### config.mk
export PLATFORM = sky130hd
export DESIGN_NAME = gpio_edge_bank
export DESIGN_NICKNAME = d
export VERILOG_FILES = /design/src/rtl/gpio_bank_pkg.sv /design/src/rtl/gpio_sync.sv /design/src/rtl/gpio_edge_det.sv /design/src/rtl/gpio_regs.sv /design/src/rtl/gpio_edge_bank.sv
export SDC_FILE = /design/constraint.sdc
export NUM_CORES = 1
export LEC_CHECK = 0
export BUFFER_PORTS_ARGS = -buffer_cell sky130_fd_sc_hd__clkbuf_2
export CAP_MARGIN = 20
export CORE_UTILIZATION = 60
export CTS_BUF_LIST = sky130_fd_sc_hd__clkbuf_4 sky130_fd_sc_hd__clkbuf_8 sky130_fd_sc_hd__clkbuf_16
export DETAILED_ROUTE_END_ITERATION = 7
export GPL_ROUTABILITY_DRIVEN = 0
export GPL_TIMING_DRIVEN = 0
export PLACE_DENSITY = 0.85
export RECOVER_POWER = 50
export SLEW_MARGIN = 25
export SYNTH_ARGS = -nofsm -noshare
export SYNTH_HDL_FRONTEND = slang
export SYNTH_SLANG_ARGS = --single-unit
### constraint.sdc
create_clock -name clk -period 4.3 [get_ports clk]
set_clock_uncertainty 0.1 [all_clocks]
set_input_delay 0.43 -clock clk [delete_from_list [all_inputs] [get_ports clk]]
set_output_delay 0.43 -clock clk [all_outputs]
set_load 0.02 [all_outputs]
### src/rtl/gpio_bank_pkg.sv
package gpio_bank_pkg;

    localparam int BUS_AW = 8;
    localparam int BUS_DW = 32;

    localparam logic [BUS_AW-1:0] OFF_REV      = 8'h00;
    localparam logic [BUS_AW-1:0] OFF_ISTAT    = 8'h18;
    localparam logic [BUS_AW-1:0] OFF_IEN      = 8'h1C;
    localparam logic [BUS_AW-1:0] OFF_DIN      = 8'h2C;
    localparam logic [BUS_AW-1:0] OFF_DOUT     = 8'h30;
    localparam logic [BUS_AW-1:0] OFF_DIR      = 8'h34;
    localparam logic [BUS_AW-1:0] OFF_EDGE_LO  = 8'h38;
    localparam logic [BUS_AW-1:0] OFF_EDGE_HI  = 8'h3C;
    localparam logic [BUS_AW-1:0] OFF_IEN_CLR  = 8'h9C;
    localparam logic [BUS_AW-1:0] OFF_DOUT_CLR = 8'hB0;
    localparam logic [BUS_AW-1:0] OFF_IEN_SET  = 8'hDC;
    localparam logic [BUS_AW-1:0] OFF_DOUT_SET = 8'hF0;

    typedef enum logic [1:0] {
        EDGE_NONE = 2'd0,
        EDGE_RISE = 2'd1,
        EDGE_FALL = 2'd2,
        EDGE_BOTH = 2'd3
    } edge_mode_e;

    typedef struct packed {
        logic [BUS_AW-1:0] addr;
        logic              we;
        logic              re;
        logic [BUS_DW-1:0] wdata;
    } bus_req_t;

    function automatic logic edge_hit(edge_mode_e mode, logic cur, logic prv);
        logic r;
        case (mode)
            EDGE_RISE: r = cur & ~prv;
            EDGE_FALL: r = ~cur & prv;
            EDGE_BOTH: r = cur ^ prv;
            default:   r = 1'b0;
        endcase
        return r;
    endfunction

endpackage

### src/rtl/gpio_sync.sv
module gpio_sync #(
    parameter int W      = 16,
    parameter int STAGES = 2
) (
    input  logic         clk,
    input  logic         rst,
    input  logic [W-1:0] d,
    output logic [W-1:0] q
);
    logic [W-1:0] stage [STAGES];

    generate
        for (genvar s = 0; s < STAGES; s++) begin : g_stage
            always_ff @(posedge clk) begin
                if (rst) begin
                    stage[s] <= '0;
                end else if (s == 0) begin
                    stage[s] <= d;
                end else begin
                    stage[s] <= stage[(s == 0) ? 0 : s-1];
                end
            end
        end
    endgenerate

    assign q = stage[STAGES-1];
endmodule

### src/rtl/gpio_edge_det.sv
module gpio_edge_det
    import gpio_bank_pkg::*;
#(
    parameter int NPINS = 16
) (
    input  logic               clk,
    input  logic               rst,
    input  logic [NPINS-1:0]   level,
    input  logic [2*NPINS-1:0] mode_bits,
    output logic [NPINS-1:0]   hit
);
    logic [NPINS-1:0] prev;

    always_ff @(posedge clk) begin
        if (rst) prev <= '0;
        else     prev <= level;
    end

    generate
        for (genvar i = 0; i < NPINS; i++) begin : g_pin
            assign hit[i] = edge_hit(edge_mode_e'(mode_bits[2*i +: 2]), level[i], prev[i]);

            // a pin with no edge selected reports no event
            a_r6_none_no_hit: assert property (@(posedge clk) disable iff (rst)
                (mode_bits[2*i +: 2] == 2'd0) |-> !hit[i]);
        end
    endgenerate
endmodule

### src/rtl/gpio_regs.sv
module gpio_regs
    import gpio_bank_pkg::*;
#(
    parameter int         NPINS     = 16,
    parameter logic [3:0] REV_MAJOR = 4'd2,
    parameter logic [3:0] REV_MINOR = 4'd1
) (
    input  logic               clk,
    input  logic               rst,
    input  bus_req_t           req,
    input  logic [NPINS-1:0]   pin_level,
    input  logic [NPINS-1:0]   hit,
    output logic [2*NPINS-1:0] edge_bits,
    output logic [NPINS-1:0]   dir,
    output logic [NPINS-1:0]   dout,
    output logic [BUS_DW-1:0]  rdata,
    output logic               irq
);
    logic [NPINS-1:0]  ien;
    logic [NPINS-1:0]  status;
    logic [NPINS-1:0]  wmask;
    logic [NPINS-1:0]  clr_mask;
    logic [BUS_DW-1:0] rd_mux;

    assign wmask    = req.wdata[NPINS-1:0];
    assign clr_mask = (req.we && req.addr == OFF_ISTAT) ? wmask : '0;

    always_ff @(posedge clk) begin
        if (rst) begin
            ien       <= '0;
            dout      <= '0;
            dir       <= '1;
            edge_bits <= '0;
        end else if (req.we) begin
            case (req.addr)
                OFF_IEN:      ien  <= wmask;
                OFF_IEN_SET:  ien  <= ien | wmask;
                OFF_IEN_CLR:  ien  <= ien & ~wmask;
                OFF_DOUT:     dout <= wmask;
                OFF_DOUT_SET: dout <= dout | wmask;
                OFF_DOUT_CLR: dout <= dout & ~wmask;
                OFF_DIR:      dir  <= wmask;
                OFF_EDGE_LO:  edge_bits[NPINS-1:0]       <= wmask;
                OFF_EDGE_HI:  edge_bits[2*NPINS-1:NPINS] <= wmask;
                default: ;
            endcase
        end
    end

    always_ff @(posedge clk) begin
        if (rst) begin
            status <= '0;
            irq    <= 1'b0;
        end else begin
            status <= (status & ~clr_mask) | hit;
            irq    <= |(status & ien);
        end
    end

    always_comb begin
        case (req.addr)
            OFF_REV:     rd_mux = BUS_DW'({REV_MAJOR, REV_MINOR});
            OFF_ISTAT:   rd_mux = BUS_DW'(status);
            OFF_IEN:     rd_mux = BUS_DW'(ien);
            OFF_DIN:     rd_mux = BUS_DW'(pin_level);
            OFF_DOUT:    rd_mux = BUS_DW'(dout);
            OFF_DIR:     rd_mux = BUS_DW'(dir);
            OFF_EDGE_LO: rd_mux = BUS_DW'(edge_bits[NPINS-1:0]);
            OFF_EDGE_HI: rd_mux = BUS_DW'(edge_bits[2*NPINS-1:NPINS]);
            default:     rd_mux = '0;
        endcase
    end

    always_ff @(posedge clk) begin
        if (rst)         rdata <= '0;
        else if (req.re) rdata <= rd_mux;
    end

    // set alias forces the masked output bits high
    a_r4_set_alias: assert property (@(posedge clk) disable iff (rst)
        (req.we && req.addr == OFF_DOUT_SET) |=> ((dout & $past(wmask)) == $past(wmask)));

    // clear alias forces the masked enable bits low
    a_r5_clr_alias: assert property (@(posedge clk) disable iff (rst)
        (req.we && req.addr == OFF_IEN_CLR) |=> ((ien & $past(wmask)) == '0));

    // write-one clears a bit that has no event in the same cycle
    a_r8_w1c: assert property (@(posedge clk) disable iff (rst)
        (|(clr_mask & ~hit)) |=> ((status & $past(clr_mask & ~hit)) == '0));

    // an event always lands, even against a clear
    a_r8_set_wins: assert property (@(posedge clk) disable iff (rst)
        (|hit) |=> ((status & $past(hit)) == $past(hit)));

    // with all enables off the line is low next cycle
    a_r9_masked: assert property (@(posedge clk) disable iff (rst)
        (ien == '0) |=> !irq);
endmodule

### src/rtl/gpio_edge_bank.sv
module gpio_edge_bank
    import gpio_bank_pkg::*;
#(
    parameter int NPINS = 16
) (
    input  logic              clk,
    input  logic              rst,
    input  logic [BUS_AW-1:0] bus_addr,
    input  logic              bus_we,
    input  logic [BUS_DW-1:0] bus_wdata,
    input  logic              bus_re,
    output logic [BUS_DW-1:0] bus_rdata,
    input  logic [NPINS-1:0]  pad_in,
    output logic [NPINS-1:0]  pad_out,
    output logic [NPINS-1:0]  pad_oe,
    output logic              irq
);
    localparam int SYNC_STAGES = 2;

    bus_req_t           req;
    logic [NPINS-1:0]   level;
    logic [NPINS-1:0]   hit;
    logic [2*NPINS-1:0] edge_bits;
    logic [NPINS-1:0]   dir;
    logic [NPINS-1:0]   dout;

    assign req = '{addr: bus_addr, we: bus_we, re: bus_re, wdata: bus_wdata};

    gpio_sync #(.W(NPINS), .STAGES(SYNC_STAGES)) u_sync (
        .clk(clk), .rst(rst), .d(pad_in), .q(level)
    );

    gpio_edge_det #(.NPINS(NPINS)) u_edge (
        .clk(clk), .rst(rst), .level(level), .mode_bits(edge_bits), .hit(hit)
    );

    gpio_regs #(.NPINS(NPINS)) u_regs (
        .clk(clk), .rst(rst), .req(req), .pin_level(level), .hit(hit),
        .edge_bits(edge_bits), .dir(dir), .dout(dout), .rdata(bus_rdata), .irq(irq)
    );

    assign pad_oe  = ~dir;
    assign pad_out = dout & ~dir;

    // an input pin never drives
    a_r10_no_drive_in: assert property (@(posedge clk) disable iff (rst)
        ((pad_out & ~pad_oe) == '0));
endmodule

==> results of run 1 <==
-- final timing paths --
| path | cells past startpoint | slack (ns) | from | to |
|---|---|---|---|---|
| worst max-delay path | 7 | 0.91 | bus_addr[6] | u_regs.ien[7] |
| worst min-delay path | 2 | 0.1 | pad_in[9] | u_sync.stage[0][9] |
| worst max register to register | 3 | 2.56 | u_regs.edge_bits[16] | u_regs.rdata[0] |
| worst min register to register | 1 | 0.34 | u_sync.stage[0][15] | u_sync.stage[1][15] |
-- synth_stat cells (all sizes together) (2+ instances only) --
master / instances / area [sq um]
a2111oi: 2 / 36.3
a211oi: 8 / 60.1
a21oi: 45 / 225
a221oi: 16 / 140
a22o: 10 / 87.6
a22oi: 2 / 15.0
a31oi: 4 / 25.0
and3: 3 / 18.8
buf: 31 / 198
clkbuf: 43 / 161
dfxtp: 161 / 3220
ha: 32 / 400
inv: 83 / 312
mux2i: 52 / 521
nand2: 103 / 389
nand3b: 17 / 128
nand4: 5 / 46.3
nor2: 61 / 229
nor2b: 85 / 532
nor3: 19 / 95.1
nor3b: 5 / 48.8
nor4: 4 / 31.3
o211ai: 35 / 263
o21ai: 58 / 294
o2bb2ai: 37 / 324
or2: 2 / 12.5
or3: 3 / 18.8
or3b: 2 / 17.5
or4: 3 / 22.5
or4b: 2 / 20.0
-- per-stage QoR --
step / worst slack (ns) / power (mW) / instance area [sq um] / hold slack (ns) / util (%)
final: 0.907 / 3.33 / 9260 / 0.0995 / 72.2
after floorplan: 2.11 / 1.69 / 8070 / 0.314 / -
after detailed placement: 1.31 / 1.78 / 8740 / 0.323 / 68.1
after global placement: 1.32 / 1.77 / 8740 / 0.316 / 68.1
after CTS: 1.77 / 3.32 / 9350 / 0.0992 / 72.9
after global routing: 0.852 / 3.41 / 9260 / 0.118 / 72.2
-- sequential cells by signal, indices dropped and copies added (netlist names) --
signal and cells:
u_sync.stage 32, u_regs.ien 16, u_regs.irq 1, u_regs.dir 16
u_regs.dout 16, u_regs.edge_bits 32, u_edge.prev 16, u_regs.rdata 16
u_regs.status 16
-- final cells by class --
class | count | area, sq um | area share, %
multi-input cells | 642 | 4150 | 44.8
flip-flops and latches | 161 | 3220 | 34.8
clock buffers | 19 | 453 | 4.89
repair buffers | 90 | 387 | 4.18
plain buffers | 74 | 359 | 3.88
inverters | 83 | 312 | 3.37
well taps | 172 | 215 | 2.32
clock inverters | 12 | 156 | 1.69
-- cell families (layout without fill, tap and decap cells) --
logic type | after synthesis | count (layout) | share of synthesized area, %
and+or+nand+nor | 319 | 319 | 20.7
AOI/OAI and AO/OA | 222 | 222 | 18.9
DFF | 161 | 161 | 40.2
buffers and inverters | 157 | 278 | 8.37
muxes | 53 | 53 | 6.78
adders and majority gates | 32 | 32 | 5.00
other | 1 | 16 | 0.0468
-- power groups by stage --
stage	registers, mW	logic, mW	clock network [mW]
floorplan	1.55	0.141	0
global route	1.53	0.248	1.64
global placement	1.56	0.219	0
finish	1.52	0.231	1.57
detailed placement	1.56	0.223	0
CTS	1.52	0.226	1.57
-- metal layers --
| layer | share of wire, % | wire length [um] | up-vias | GRT usage, % |
|---|---|---|---|---|
| li1 | - | - | 3482 | - |
| met1 | 40 | 9620 | 3427 | 44.7 |
| met2 | 43 | 10300 | 515 | 52.8 |
| met3 | 11 | 2570 | 107 | 7.46 |
| met4 | 5.8 | 1370 | 0 | 22.4 |
| met5 | 0 | 0 | - | 0 |
==> results by group, run 1 <==
Setup path
  – Crit start category: input pin
  – Worst EP required: 4.56 ns
  – Peak fanout along the critical path: 10
  – Setup Crit Path Kind: in2reg
  – Worst-path cell chain: clkbuf_1, buf_2, or3b_1, a2111oi_0, o21ai_2, buf_4, o2bb2ai_1
  – CP Capture Type: flip-flop
  – CP top delay family: compound AO/OA/AOI/OAI gates
  – CP peak stage delay: 1.63 ns
  – CP max stage cell: a2111oi_0
  – Crit path buf inv count: 3
  – CP Data Arrival Time: 3.66 ns

Power and ir drop
  – P_leak: 3.56 nW
  – Pwr per Cell Area: 359 nW/um^2
  – Psw: 800 uW
  – Max VDD drop: 0.000272 V
  – Clk pwr share: 47.3%
  – Int Power: 2.53 mW
  – Switching Share: 24.1%
  – Flop pwr share: 45.8%
  – Logic pwr share: 6.9%

Clock network
  – Worst-path clk slew: 0.06 ns
  – Post-CTS Setup Repair Bufs: 0
  – CTS tree: done
  – CTS sink count: 161
  – Post-CTS sizing: 0
  – Hold Buf Count CTS: 0
  – Root Buffer: clkbuf_16
  – CTS H-Tree Depth: 4
  – Cts bufs inserted: 17
  – Clk Latency, worst-skew pair: 0.43 ns
  – CTS Buffer Depth: 2

Finish
  – ANT cells: 0
  – Commonest non-fill, non-tap cell in the layout: dfxtp_1
  – Fraction of layout cells with a size suffix above 1: 9.99%
  – Most frequent cells in the layout: dfxtp_1, nand2_1, clkbuf_1
  – Area Growth Syn to Fin: 15.5%
  – Layout Nets: 1161
  – Fillers: 1062
  – Layout Cells excl Fill: 1253

Global route
  – Grt ovf: 0
  – GRT Util Overall: 34.8%
  – Largest net degree at the start of global routing: 17
  – Vias in the first global route: 6854
  – Initial antenna violation count: 0
  – First-pass GRT wire length: 37000 um

Detailed routing
  – Via count: 7531
  – DRC viols: 0
  – Vias per std cell: 6.01
  – DRT antenna net count: 0
  – DRT Wirelength: 23800 um
  – Avg WL per Cell: 19.0 um
  – TritonRoute pass-1 iters: 7
  – DRT iter0 DRCs: 1102

Synthesis
  – Post-synth EDFFs: 0
  – Ys async rst share: 0%
  – Avg Cell Area, Syn: 8.48 sq um
  – Synth Warn #: 0
  – Synthesis-stage register bit count: 161
  – Mapped Area: 8010 sq um
  – Most used DFF post-synth: dfxtp_1
  – Yosys cell types: 52
  – Sequential area share after synthesis: 40.2%
  – Cells after synthesis: 945

Worst hold path
  – Hold Crit Class: in2reg

Die
  – Ports: 125
  – Die area: 13800 sq um
  – Die height: 118 um
  – Rows: 41
  – Initial core utilization: 62.5%
  – Core ar.: 12800 sq um
  – Die width: 118 um

Placement
  – Port Buffers: 90
  – DP Cell Count: 1222
  – Post-DP HPWL: 18000 um

Run status
  – Failing checks: capacitance limit, slew limit
  – Status: finished with violations

Timing
  – Fin crit share: 78.9%
  – Fmax: 295 MHz
  – Least-Margin Pin Slew: 2.01 ns
  – Post-layout min period: 3.39 ns
  – Fin. max-slew vios: 9
  – Final setup viols: 0
  – Final hold vios: 0
  – RSZ-0062 raised after global routing: false
  – Setup TNS: 0 ns
  – Slew HR: -37.2%

Job
  – Max-cap check violation count: 1
(Power assumes the default switching activity.)
==> inputs of run 2 (changes only) <==
--- a/config.mk
+++ b/config.mk
@@ -7,12 +7,12 @@
 export LEC_CHECK = 0
 export BUFFER_PORTS_ARGS = -buffer_cell sky130_fd_sc_hd__clkbuf_2
 export CAP_MARGIN = 20
-export CORE_UTILIZATION = 60
+export CORE_UTILIZATION = 52
 export CTS_BUF_LIST = sky130_fd_sc_hd__clkbuf_4 sky130_fd_sc_hd__clkbuf_8 sky130_fd_sc_hd__clkbuf_16
 export DETAILED_ROUTE_END_ITERATION = 7
 export GPL_ROUTABILITY_DRIVEN = 0
 export GPL_TIMING_DRIVEN = 0
-export PLACE_DENSITY = 0.85
+export PLACE_DENSITY = 0.78
 export RECOVER_POWER = 50
 export SLEW_MARGIN = 25
 export SYNTH_ARGS = -nofsm -noshare
==> constraint.sdc (replaced) <==
create_clock -name clk -period 2.7 [get_ports clk]
set_clock_uncertainty 0.1 [all_clocks]
set_input_delay 0.27 -clock clk [delete_from_list [all_inputs] [get_ports clk]]
set_output_delay 0.27 -clock clk [all_outputs]
set_load 0.02 [all_outputs]
==> results by group, run 2 (synthesis results as in run 1) <==
Run status
  – Status: completed

Global route
  – M1 GR Usage: 38.1% (-6.6 points)
  – Initial antenna violation count: 0 (unchanged)
  – GRT Util Overall: 30.0% (-4.8 points)
  – Grt ovf: 0 (unchanged)
  – GRT Max-Usage Layer: met2
  – First-pass GRT wire length: 36300 um (-1.8%)
  – Largest net degree at the start of global routing: 17 (unchanged)
  – M3 GR Usage: 7.43% (-0.027 points)
  – Vias in the first global route: 6606 (-3.6%)
  – Met2 Usage GRT: 47.2% (-5.6 points)

Timing
  – Fin. max-slew vios: 0 (-9)
  – Worst Hold Slack: 0.0855 ns (-0.0140 ns)
  – Setup TNS: 0 ns (unchanged)
  – Post-layout min period: 2.55 ns
  – Fmax: 393 MHz
  – Slew HR: 23.2% (+60 points)
  – Fin worst setup slack: 0.153 ns (-0.754 ns)
  – Final hold vios: 0 (unchanged)
  – Least-Margin Pin Slew: 1.14 ns (-0.862 ns)
  – Final setup viols: 0 (unchanged)
  – Fin crit share: 94.3%
  – RSZ-0062 raised after global routing: false

Clock network
  – CTS Buffer Depth: 2 (unchanged)
  – Post-CTS sizing: 0 (unchanged)
  – Clk Latency, worst-skew pair: 0.44 ns (about the same)
  – Cts bufs inserted: 17 (unchanged)
  – CTS H-Tree Depth: 4 (unchanged)
  – Post-CTS Setup Repair Bufs: 0 (unchanged)
  – CTS tree: done
  – Root Buffer: clkbuf_16
  – Worst-path clk slew: 0.06 ns (about the same)
  – CTS sink count: 161 (unchanged)
  – Hold Buf Count CTS: 16 (+16)

Setup path
  – Crit path buf inv count: 4 (+1)
  – Peak fanout along the critical path: 10 (unchanged)
  – Reg-to-reg critical path startpoint: u_regs.edge_bits[16]
  – CP Data Arrival Time: 2.74 ns (-0.92 ns)
  – Setup Crit Path Kind: in2reg
  – CP dominant cell by count: clkbuf_1
  – CP max stage cell: buf_1
  – Worst R2R End: u_regs.rdata[0]
  – CP peak stage delay: 0.71 ns (-0.92 ns)
  – Crit start category: input pin
  – Worst reg2reg setup slack: 0.95 ns (-1.61 ns)
  – Worst-path cell chain: clkbuf_1, buf_2, clkbuf_1, buf_1, mux2i_1, nor2_1, a221oi_1, o211ai_1
  – CP Capture Type: flip-flop
  – CP top delay family: buffers and inverters
  – Worst EP required: 2.89 ns (-1.67 ns)
  – Worst Reg2Reg Path Length in Cells: 3 (unchanged)

Detailed routing
  – Avg WL per Cell: 18.3 um (-3.9%)
  – DRC viols: 0 (unchanged)
  – Vias per std cell: 5.74 (-4.4%)
  – DRT Wirelength: 23500 um (-1.3%)
  – DRT antenna net count: 0 (unchanged)
  – DRT iter0 DRCs: 830 (-25%)
  – Via count: 7386 (-1.9%)
  – TritonRoute pass-1 iters: 6 (-1)

Finish
  – Most frequent cells in the layout: dfxtp_1, nand2_1, clkbuf_1
  – Finished Core Util: 62.2% (-10 points)
  – ANT cells: 0 (unchanged)
  – Layout Cells excl Fill: 1286 (+2.6%)
  – Layout Nets: 1177 (+1.4%)
  – Reg area: 3220 sq um (unchanged)
  – Fillers: 1343 (+26%)
  – Fraction of layout cells with a size suffix above 1: 9.93% (-0.064 points)
  – Largest registers: u_regs.edge_bits: 32 flops, u_sync.stage: 32 flops
  – Commonest non-fill, non-tap cell in the layout: dfxtp_1
  – Multi-input combinational cell area: 4160 sq um (+0.30%)
  – Area Growth Syn to Fin: 17.5%
  – Post-route cell area: 9420 sq um (+1.7%)

Placement
  – Port Buffers: 90 (unchanged)
  – Place WS: -0.133 ns (-1.44 ns)
  – Post-Place Cell Area: 8760 sq um (+0.23%)
  – DP Cell Count: 1238 (+1.3%)
  – Post-DP HPWL: 18000 um (about the same)

Die
  – Die area: 15900 sq um (+15%)
  – Die width: 126 um (+7.3%)
  – Core ar.: 15100 sq um (+18%)
  – Initial core utilization: 52.9% (-9.6 points)
  – Ports: 125 (unchanged)
  – Die height: 126 um (+7.3%)
  – Rows: 45 (+9.8%)

Power and ir drop
  – Pwr per Cell Area: 548 nW/um^2 (+52%)
  – Clk pwr share: 45.6% (-1.7 points)
  – Max VDD drop: 0.000474 V (+74%)
  – Psw: 1.26 mW (+58%)
  – Int Power: 3.89 mW (+54%)
  – P_leak: 3.61 nW (+1.5%)
  – Flop pwr share: 47.1% (+1.3 points)
  – Logic pwr share: 7.4% (+0.5 points)
  – Switching Share: 24.5% (+0.45 points)
  – Pwr Total: 5.16 mW (+55%)

Worst hold path
  – Hold worst-path end: u_regs.edge_bits[18]
  – Hold Crit Class: in2reg
  – Hold Startpoint: bus_wdata[2]
  – Cell depth of the worst hold path: 3 (+1)

Job
  – Max-cap check violation count: 0 (-1)
-- run 2: cell count changes in the layout (fill, tap and decap cells not counted), sizes merged --
cell	delta
buf	-1
dlygate4sd3	+16
clkinvlp	-1
clkbuf	+3
bufinv	-2
inv	-1
clkinv	+3
-- run 2: worst max-delay path by stage --
stage / start / endpoint / slack, ns / depth (start not counted)
after floorplan: bus_addr[5] / u_regs.ien[5] / 0.67 / 7
after global placement: bus_addr[3] / u_regs.rdata[3] / -0.13 / 8
after detailed placement: bus_addr[3] / u_regs.rdata[12] / -0.13 / 8
after CTS: bus_addr[3] / u_regs.rdata[12] / 0.30 / 8
after global routing: bus_addr[3] / u_regs.rdata[12] / 0.06 / 8
final: bus_addr[3] / u_regs.rdata[12] / 0.15 / 8
-- run 2: worst register-to-register path, cell delays in order, from the launching register on --
cell and delay (ns):
dfxtp_1 0.37, mux4_2 0.48, a2111oi_0 0.54, o21ai_0 0.13
-- run 2: final cells by class --
class	count	share of cell area [%]
Buffer	74	3.80
Clock buffer	21	5.04
Clock inverter	11	1.13
Inverter	83	3.31
Multi-Input combinational cell	642	44.2
Sequential cell	161	34.2
Tap cell	188	2.50
Timing Repair Buffer	106	5.79
-- run 2: routing by layer --
| metal | vias up | wire (um) |
|---|---|---|
| met5 | - | 0 |
| met4 | 0 | 974 |
| met3 | 73 | 2320 |
| met2 | 435 | 10500 |
| met1 | 3367 | 9760 |
| li1 | 3511 | - |
-- run 2: power groups by stage --
stage | registers (mW) | logic, mW | clock network (mW)
finish | 2.43 | 0.382 | 2.35
global route | 2.43 | 0.412 | 2.46
CTS | 2.43 | 0.374 | 2.36
detailed placement | 2.48 | 0.354 | 0
global placement | 2.48 | 0.351 | 0
floorplan | 2.47 | 0.225 | 0
==> inputs of run 3 (changes only) <==
--- a/config.mk
+++ b/config.mk
@@ -7,12 +7,12 @@
 export LEC_CHECK = 0
 export BUFFER_PORTS_ARGS = -buffer_cell sky130_fd_sc_hd__clkbuf_2
 export CAP_MARGIN = 20
-export CORE_UTILIZATION = 52
+export CORE_UTILIZATION = 57
 export CTS_BUF_LIST = sky130_fd_sc_hd__clkbuf_4 sky130_fd_sc_hd__clkbuf_8 sky130_fd_sc_hd__clkbuf_16
 export DETAILED_ROUTE_END_ITERATION = 7
 export GPL_ROUTABILITY_DRIVEN = 0
 export GPL_TIMING_DRIVEN = 0
-export PLACE_DENSITY = 0.78
+export PLACE_DENSITY = 0.81
 export RECOVER_POWER = 50
 export SLEW_MARGIN = 25
 export SYNTH_ARGS = -nofsm -noshare
==> constraint.sdc (replaced) <==
create_clock -name clk -period 2.5 [get_ports clk]
set_clock_uncertainty 0.1 [all_clocks]
set_input_delay 0.25 -clock clk [delete_from_list [all_inputs] [get_ports clk]]
set_output_delay 0.25 -clock clk [all_outputs]
set_load 0.02 [all_outputs]
==> results by group, run 3 (synthesis results as in run 1) <==
Setup path
  – Worst R2R End: u_regs.rdata[0]
  – Crit start category: input pin
  – Worst EP required: 2.73 ns (-0.16 ns)
  – Peak fanout along the critical path: 10 (unchanged)
  – Worst reg2reg setup slack: 0.79 ns (-0.16 ns)
  – Crit path buf inv count: 3 (-1)
  – Worst setup path endpoint: u_regs.dout[15]
  – Worst Reg2Reg Path Length in Cells: 3 (unchanged)
  – Crit path launch: bus_addr[1]
  – CP max stage cell: nor4b_2
  – Setup Crit Path Kind: in2reg
  – Worst-path cell chain: clkbuf_1, nand4bb_1, buf_2, nor4b_2, o21ai_1, buf_2, o32ai_1
  – Crit path depth: 7 (-1)
  – Reg-to-reg critical path startpoint: u_regs.edge_bits[16]
  – CP Data Arrival Time: 2.60 ns (-0.14 ns)
  – CP peak stage delay: 0.81 ns (+0.10 ns)
  – CP dominant cell by count: buf_2
  – CP Capture Type: flip-flop
  – CP top delay family: simple AND/OR/NAND/NOR gates

Global route
  – First-pass GRT wire length: 37000 um (+1.9%)
  – GRT Util Overall: 33.8% (+3.8 points)
  – Vias in the first global route: 6686 (+1.2%)
  – Initial antenna violation count: 0 (unchanged)
  – Grt ovf: 0 (unchanged)
  – Largest net degree at the start of global routing: 17 (unchanged)

Detailed routing
  – Avg WL per Cell: 19.1 um (+4.3%)
  – TritonRoute pass-1 iters: 7 (+1)
  – DRC viols: 0 (unchanged)
  – DRT antenna net count: 0 (unchanged)
  – Vias per std cell: 5.94 (+3.5%)
  – Via count: 7566 (+2.4%)
  – DRT iter0 DRCs: 988 (+19%)
  – DRT Wirelength: 24300 um (+3.2%)

Job
  – Max-cap check violation count: 0 (unchanged)

Clock network
  – CTS H-Tree Depth: 4 (unchanged)
  – CTS sink count: 161 (unchanged)
  – Post-CTS Setup Repair Bufs: 0 (unchanged)
  – Clk Latency, worst-skew pair: 0.43 ns (about the same)
  – CTS Buffer Depth: 2 (unchanged)
  – CTS tree: done
  – Worst-path clk slew: 0.07 ns (about the same)
  – Root Buffer: clkbuf_16
  – Cts bufs inserted: 17 (unchanged)

Finish
  – Area Growth Syn to Fin: 17.8%
  – Commonest non-fill, non-tap cell in the layout: dfxtp_1
  – Fillers: 1102 (-18%)
  – Largest registers: u_regs.edge_bits: 32 flops, u_sync.stage: 32 flops
  – Most frequent cells in the layout: dfxtp_1, nand2_1, clkbuf_1
  – ANT cells: 0 (unchanged)
  – Fraction of layout cells with a size suffix above 1: 9.94% (about the same)
  – Post-route cell area: 9440 sq um (+0.25%)
  – Finished Core Util: 70.2% (+8.0 points)
  – Multi-input combinational cell area: 4160 sq um (about the same)
  – Layout Nets: 1177 (unchanged)
  – Reg area: 3220 sq um (unchanged)

Timing
  – Fin. max-slew vios: 0 (unchanged)
  – Post-layout min period: 2.36 ns
  – Fin crit share: 94.5%
  – Slew HR: 26.0% (+2.8 points)
  – Fin worst setup slack: 0.137 ns (-0.0155 ns)
  – Fmax: 423 MHz
  – Final hold vios: 0 (unchanged)
  – Final setup viols: 0 (unchanged)
  – RSZ-0062 raised after global routing: false
  – Worst Hold Slack: 0.0672 ns (-0.0183 ns)
  – Least-Margin Pin Slew: 1.10 ns (-0.0423 ns)

Power and ir drop
  – Max VDD drop: 0.000473 V (-0.20%)
  – Int Power: 4.42 mW (+14%)
  – P_leak: 3.63 nW (+0.61%)
  – Flop pwr share: 45.1% (-2.0 points)
  – Pwr per Cell Area: 616 nW/um^2 (+12%)
  – Psw: 1.39 mW (+10%)
  – Switching Share: 24.0% (-0.54 points)
  – Clk pwr share: 47.7% (+2.1 points)
  – Logic pwr share: 7.2% (-0.2 points)

Worst hold path
  – Cell depth of the worst hold path: 3 (unchanged)
  – Hold Startpoint: bus_wdata[10]
  – Hold Crit Class: in2reg

Die
  – Die height: 121 um (-4.4%)
  – Ports: 125 (unchanged)
  – Initial core utilization: 59.6% (+6.7 points)
  – Die area: 14500 sq um (-8.6%)
  – Core ar.: 13500 sq um (-11%)
  – Rows: 42 (-6.7%)
  – Die width: 121 um (-4.4%)

Placement
  – Place WS: -0.337 ns (-0.204 ns)
  – Post-Place Cell Area: 8740 sq um (-0.17%)
  – Port Buffers: 90 (unchanged)
  – Post-DP HPWL: 17900 um (-0.47%)

Run status
  – Status: completed
## run 3: cell type report
cell class	count	share of cell area [%]
Multi-Input combinational cell	642	44.1
Sequential cell	161	34.1
Timing Repair Buffer	106	5.78
Clock buffer	18	4.59
Buffer	74	3.82
Inverter	83	3.30
Tap cell	176	2.33
Clock inverter	13	1.99
## run 3: layer usage
layer | track usage [%] | vias to the layer above | share of wire (%)
li1 | - | 3510 | -
met1 | 44.4 | 3471 | 41
met2 | 52.0 | 495 | 44
met3 | 7.45 | 90 | 11
met4 | 17.4 | 0 | 4.5
met5 | 0 | - | 0
## run 3: how the worst min path moves through the flow
stage	endpoint	slack (ns)
2_1_floorplan	u_sync.stage[0][0]	0.28
4_1_cts	u_regs.edge_bits[26]	0.06
6_report	u_regs.edge_bits[26]	0.07
3_3_place_gp	u_sync.stage[1][4]	0.32
3_5_place_dp	u_sync.stage[1][7]	0.32
5_1_grt	u_regs.dir[0]	0.09
## run 3: tightest hold or removal path, stage by stage
cell and delay, ns:
clkbuf_2 0.15, nand2_1 0.08, a21oi_1 0.06
## run 3: timing repair
action,CTS,global route
endpoints found under the hold margin,16,0
gates resized for setup,0,1
endpoints found under the setup margin,0,3
hold buffers,16,0
## run 3: metrics by stage
step                setup TNS [ns]  cells  power [mW]
global placement             -3.06   1226        3.05
floorplan                        0    960        2.91
detailed placement           -4.24   1226        3.06
finish                           0   1273        5.81
global route                     0   1273        5.93
CTS                              0   1273        5.79
## run 3: power by group through the flow
stage | Sequential [mW] | Clock [mW] | Combinational (mW)
2_1_floorplan | 2.67 | 0 | 0.243
5_1_grt | 2.62 | 2.86 | 0.450
4_1_cts | 2.62 | 2.76 | 0.409
6_report | 2.62 | 2.77 | 0.420
3_5_place_dp | 2.68 | 0 | 0.383
3_3_place_gp | 2.68 | 0 | 0.377
